===== config.mk =====
export PLATFORM = sky130hd
export DESIGN_NAME = dual_slope_seq
export DESIGN_NICKNAME = d
export VERILOG_FILES = /design/src/rtl/dsc_pkg.sv /design/src/rtl/dsc_counter.sv /design/src/rtl/dsc_phase_ctrl.sv /design/src/rtl/dsc_result_reg.sv /design/src/rtl/dual_slope_seq.sv
export SDC_FILE = /design/constraint.sdc
export NUM_CORES = 1
export LEC_CHECK = 0
export ABC_CLOCK_PERIOD_IN_PS = 2100
export BUFFER_PORTS_ARGS = -buffer_cell sky130_fd_sc_hd__buf_2
export CAP_MARGIN = 20
export CORE_MARGIN = 5
export CORE_UTILIZATION = 44
export CTS_BUF_LIST = sky130_fd_sc_hd__clkbuf_8
export CTS_CLUSTER_SIZE = 10
export DETAILED_ROUTE_END_ITERATION = 6
export PLACE_DENSITY = 0.66
export RECOVER_POWER = 25
export SKIP_CTS_REPAIR_TIMING = 1
export SKIP_LAST_GASP = 1
export SLEW_MARGIN = 20
export SYNTH_ARGS = -nofsm -noshare
export SYNTH_HDL_FRONTEND = slang
export SYNTH_SLANG_ARGS = --single-unit

===== constraint.sdc =====
create_clock -name clk -period 2.1 [get_ports clk]
set_clock_uncertainty 0.15 [all_clocks]
set_input_delay 0.315 -clock clk [delete_from_list [all_inputs] [get_ports clk]]
set_output_delay 0.315 -clock clk [all_outputs]
set_load 0.02 [all_outputs]

===== src/rtl/dsc_pkg.sv =====
package dsc_pkg;
  typedef enum logic [1:0] {PH_AZ, PH_INT, PH_DE, PH_ZI} phase_e;

  function automatic int max3(input int a, input int b, input int c);
    int m;
    m = (a > b) ? a : b;
    return (m > c) ? m : c;
  endfunction

  // The integrator has crossed zero once the comparator disagrees with the latched sign.
  function automatic logic crossed(input logic comp, input logic sign);
    return comp != sign;
  endfunction
endpackage


===== src/rtl/dsc_counter.sv =====
module dsc_counter #(
  parameter int W = 8
) (
  input  logic         clk,
  input  logic         rst_n,
  input  logic         clr,
  input  logic         en,
  output logic [W-1:0] q
);
  always_ff @(posedge clk) begin
    if (!rst_n)   q <= '0;
    else if (clr) q <= '0;
    else if (en)  q <= q + 1'b1;
  end
endmodule


===== src/rtl/dsc_phase_ctrl.sv =====
module dsc_phase_ctrl
  import dsc_pkg::*;
#(
  parameter int CYCLE_LEN = 8192,
  parameter int INT_LEN   = 2048,
  parameter int DEINT_MAX = 4096,
  parameter int ZI_MAX    = 1024,
  parameter int CW        = $clog2(CYCLE_LEN),
  parameter int PW        = $clog2(max3(INT_LEN, DEINT_MAX, ZI_MAX))
) (
  input  logic          clk,
  input  logic          rst_n,
  input  logic          run,
  input  logic          comp,
  input  logic [CW-1:0] cyc_q,
  input  logic [PW-1:0] pc_q,
  output phase_e        ph,
  output logic          sign_q,
  output logic          cyc_end,
  output logic          int_done,
  output logic          de_cross,
  output logic          de_full,
  output logic          zi_end,
  output logic          ph_change
);
  phase_e nxt;

  assign cyc_end  = cyc_q == CW'(CYCLE_LEN - 1);
  assign int_done = (ph == PH_INT) && (pc_q == PW'(INT_LEN - 1));
  assign de_cross = (ph == PH_DE) && crossed(comp, sign_q);
  assign de_full  = (ph == PH_DE) && !de_cross && (pc_q == PW'(DEINT_MAX - 1));
  assign zi_end   = (ph == PH_ZI) && (crossed(comp, sign_q) || pc_q == PW'(ZI_MAX - 1));

  always_comb begin
    nxt = ph;
    unique case (ph)
      PH_AZ:  if (cyc_end && run) nxt = PH_INT;
      PH_INT: if (int_done) nxt = PH_DE;
      PH_DE:  if (de_cross) nxt = PH_AZ;
              else if (de_full) nxt = PH_ZI;
      PH_ZI:  if (zi_end) nxt = PH_AZ;
      default: nxt = PH_AZ;
    endcase
  end

  assign ph_change = nxt != ph;

  always_ff @(posedge clk) begin
    if (!rst_n) begin
      ph     <= PH_AZ;
      sign_q <= 1'b0;
    end else begin
      ph <= nxt;
      if (int_done) sign_q <= comp;
    end
  end
endmodule


===== src/rtl/dsc_result_reg.sv =====
module dsc_result_reg #(
  parameter int DEINT_MAX = 4096,
  parameter int PW        = 12,
  parameter int RW        = $clog2(DEINT_MAX + 1)
) (
  input  logic          clk,
  input  logic          rst_n,
  input  logic          de_cross,
  input  logic          de_full,
  input  logic          sign_in,
  input  logic [PW-1:0] pc_q,
  output logic [RW-1:0] count,
  output logic          sign,
  output logic          ovr,
  output logic          valid
);
  always_ff @(posedge clk) begin
    if (!rst_n) begin
      count <= '0;
      sign  <= 1'b0;
      ovr   <= 1'b0;
      valid <= 1'b0;
    end else begin
      valid <= de_cross || de_full;
      if (de_cross || de_full) begin
        count <= de_full ? RW'(DEINT_MAX) : RW'(pc_q);
        sign  <= sign_in;
        ovr   <= de_full;
      end
    end
  end
endmodule


===== src/rtl/dual_slope_seq.sv =====
module dual_slope_seq
  import dsc_pkg::*;
#(
  parameter int CYCLE_LEN = 8192,
  parameter int INT_LEN   = 2048,
  parameter int DEINT_MAX = 4096,
  parameter int ZI_MAX    = 1024,
  localparam int CW       = $clog2(CYCLE_LEN),
  localparam int PW       = $clog2(max3(INT_LEN, DEINT_MAX, ZI_MAX)),
  localparam int RW       = $clog2(DEINT_MAX + 1)
) (
  input  logic          clk,
  input  logic          rst_n,
  input  logic          run_hold,
  input  logic          comp_in,
  output logic          az_en,
  output logic          int_en,
  output logic          deint_en,
  output logic          zi_en,
  output logic          ref_neg,
  output logic [RW-1:0] conv_count,
  output logic          conv_sign,
  output logic          conv_ovr,
  output logic          conv_valid
);
  phase_e        ph;
  logic [CW-1:0] cyc_q;
  logic [PW-1:0] pc_q;
  logic          sign_q, cyc_end, int_done, de_cross, de_full, zi_end, ph_change;
  logic          cyc_clr, cyc_en;

  // The cycle counter freezes on its last value while auto-zero is held.
  assign cyc_clr = (ph == PH_AZ) && cyc_end && run_hold;
  assign cyc_en  = !((ph == PH_AZ) && cyc_end);

  dsc_counter #(.W(CW)) u_cyc (
    .clk(clk), .rst_n(rst_n), .clr(cyc_clr), .en(cyc_en), .q(cyc_q));

  dsc_counter #(.W(PW)) u_pcnt (
    .clk(clk), .rst_n(rst_n), .clr(ph_change), .en(1'b1), .q(pc_q));

  dsc_phase_ctrl #(
    .CYCLE_LEN(CYCLE_LEN), .INT_LEN(INT_LEN), .DEINT_MAX(DEINT_MAX),
    .ZI_MAX(ZI_MAX), .CW(CW), .PW(PW)
  ) u_ctrl (
    .clk(clk), .rst_n(rst_n), .run(run_hold), .comp(comp_in),
    .cyc_q(cyc_q), .pc_q(pc_q), .ph(ph), .sign_q(sign_q),
    .cyc_end(cyc_end), .int_done(int_done), .de_cross(de_cross),
    .de_full(de_full), .zi_end(zi_end), .ph_change(ph_change));

  dsc_result_reg #(.DEINT_MAX(DEINT_MAX), .PW(PW), .RW(RW)) u_res (
    .clk(clk), .rst_n(rst_n), .de_cross(de_cross), .de_full(de_full),
    .sign_in(sign_q), .pc_q(pc_q), .count(conv_count), .sign(conv_sign),
    .ovr(conv_ovr), .valid(conv_valid));

  assign az_en    = ph == PH_AZ;
  assign int_en   = ph == PH_INT;
  assign deint_en = ph == PH_DE;
  assign zi_en    = ph == PH_ZI;
  assign ref_neg  = sign_q;
endmodule


==> impl_metrics.json <==
{
  "maxCapViolations": 0,
  "num_vias": 1726,
  "antenna_found_initial": 0,
  "viasPerCell": 5.25,
  "hp-class": "in2reg",
  "min_from": "comp_in",
  "p_leak_nw": 0.875,
  "fin_crit_sh_pct": 90.9,
  "grt_max_degree": 16,
  "grt_pass1_vias": 1617,
  "first_pass_iters": 4,
  "grt_util_met1_pct": 19.5,
  "postRouteAntennaNets": 0,
  "layout_min_cycle_time_ns": 1.91,
  "drtIter0Drc": 102,
  "finalPower_mw": 1.44,
  "synth-edff-count": 0,
  "cts.htree.levels": 2,
  "cp-start-kind": "register",
  "grt_pass1_wl_um": 7550,
  "maxSlewHeadroom_pct": 65.3,
  "syn_nets": 238,
  "fmax_mhz": 524,
  "routedWlPerCell_um": 12.9,
  "final_nets": 282,
  "worst_pin_slew_ns": 0.508,
  "holdWs_ns": 0.157,
  "power-per-cell-area_nw_per_um2": 603,
  "synth-warning-count": 0,
  "fp.coreArea_sq_um": 4350,
  "end_kind": "register",
  "cts.clk_slew.worst_paths_ns": 0.09,
  "cts_root_buffer": "clkbuf_8",
  "rsz0062_at_grt": "false",
  "synth_top_area_cell": "dfxtp_1",
  "die_h_um": 77.2,
  "layout-drive-gt1-share_pct": 18.1,
  "use_met2_pct": 23.8,
  "gp_congestion": 0.807,
  "clk_latency_ns": 0.30,
  "yosysSeqAreaShare_pct": 43.4,
  "arrival_ns": 1.98,
  "die-area_sq_um": 5950,
  "fin_area_sq_um": 2390,
  "drt_wl_total_um": 4260,
  "setup_viol": 0,
  "switching_power_mw": 0.348,
  "final_util_pct": 54.8,
  "synthCells": 232,
  "numCtsBuffers": 5,
  "tns_ns": 0,
  "antenna_cells_inserted": 0,
  "status": "finished, final reports clean",
  "start_util_pct": 45.6,
  "grtUsageMet3_pct": 4.22,
  "grt_use_total_pct": 15.2,
  "path_class": "reg2reg",
  "synth_flop_cell": "dfxtp_1",
  "hpwl_um": 3140,
  "p_int_mw": 1.09,
  "ys_ff_latch": 43,
  "p_seq_share_pct": 57.9,
  "crit_start": "u_ctrl.ph[1]",
  "slew_violations": 0,
  "portBuffers": 24,
  "required_ns": 2.18,
  "synth_top_area_share_pct": 43.4,
  "place_area_sq_um": 2290,
  "clkPwrFrac_pct": 37.7,
  "p_comb_share_pct": 4.4,
  "io_pins": 25,
  "fp.dieW_um": 77.2,
  "switching_share_pct": 24.2,
  "clock_path_buffers": 2,
  "rr_startpoint": "u_ctrl.ph[1]",
  "syn_area_per_cell_sq_um": 8.55,
  "ys_top_cells_by_area": "dfxtp_1 43%, nand2_1 7.2%, a21oi_1 5.3%",
  "crit_fanout": 5,
  "synthArstFlopShare_pct": 0,
  "area_growth_pct": 20.2,
  "rows": 24,
  "cts.sinks": 43,
  "synthDistinctLibCells": 45,
  "mappedNetlistArea_sq_um": 1980,
  "hold_violations": 0,
  "cts_tree": "built",
  "drc_errors": 0,
  "peakVddDrop_mv": 0.316,
  "grt-ovfl-total": 0,
  "top_usage_layer": "met2"
}
state kept, by name, summed over array words and instances (netlist names):
register and flops:
u_ctrl.ph 2, u_ctrl.sign_q 1, u_cyc.q 13, u_pcnt.q 12, u_res.count 12, u_res.ovr 1, u_res.sign 1, u_res.valid 1
stage by stage:
stage / worst slack [ns] / instances
6_report: 0.191 / 329
5_1_grt: 0.0652 / 329
4_1_cts: 0.0397 / 328
3_5_place_dp: 0.0598 / 320
3_3_place_gp: 0.116 / 320
2_1_floorplan: 0.0993 / 232
power groups by stage:
stage	clock network [mW]	registers, mW	logic, mW
after global routing	0.608	0.835	0.0717
after CTS	0.569	0.833	0.0591
final	0.542	0.833	0.0632
after floorplan	0	0.852	0.0379
after global placement	0	0.852	0.0585
after detailed placement	0	0.852	0.0584
metal layers:
layer / part of all wire (%) / wire length, um
met5: 0 / 0
met4: 2.1 / 90
met3: 4.8 / 203
met2: 45 / 1910
met1: 48 / 2050
final cells by class:
type	count	area, sq um
Sequential cell	43	861
Clock buffer	5	68.8
Timing Repair Buffer	51	315
Tap cell	52	65.1
Multi-Input combinational cell	171	1040
Fill cell	428	1970
Inverter	4	15.0
Clock inverter	3	23.8
kinds of logic (layout without fill, tap and decap cells):
kind of cell             Yosys count  after routing  share of synthesized area [%]
adder cells (fa/ha/maj)            2              2                           1.26
AND/OR/NAND/NOR                  108            108                           28.4
XOR/XNOR                          15             15                           6.62
buffers and inverters             18             63                           4.54
flip-flops                        43             43                           43.4
multiplexers                       4              4                           2.02
AO/OA/AOI/OAI                     42             42                           13.7
cell usage in the layout (no fill, tap or decap), drive strengths merged, types with 6 or more instances in the layout:
cell	count
nand2	38
a21oi	21
o21ai	8
nor2	9
xnor2	6
nand4	9
nor3	15
xor2	9
clkbuf	21
dfxtp	43
buf	35
nand3	8
worst max-delay path: stages, from the launching register on:
cell and delay (ns):
dfxtp_1 0.31, or3b_1 0.40, or4_4 0.49, buf_4 0.18, and3_4 0.17, nor3_2 0.14
path summary, 6_finish.rpt:
check               endpoint  slack [ns]  cells past startpoint
max               u_cyc.q[2]        0.19                      5
min            u_ctrl.sign_q        0.16                      3
max reg2reg       u_cyc.q[2]        0.19                      5
min reg2reg  u_res.count[10]        0.31                      2
cells in the mapped netlist (2+ instances only):
library cell  count
a21oi_1          21
a311oi_1          2
and2_1            3
and3_1            3
and4_1            4
buf_2             3
buf_6             2
clkbuf_1          7
dfxtp_1          43
ha_1              2
inv_1             4
mux2i_1           4
nand2_1          38
nand3_1           8
nand4_1           9
nor2_1            9
nor2b_1           3
nor3_1           14
nor3b_1           2
nor4_1            2
o211ai_1          2
o21ai_0           6
o31ai_1           2
or3_1             3
or4_1             3
xnor2_1           6
xor2_1            9
(Power assumes the default switching activity.)
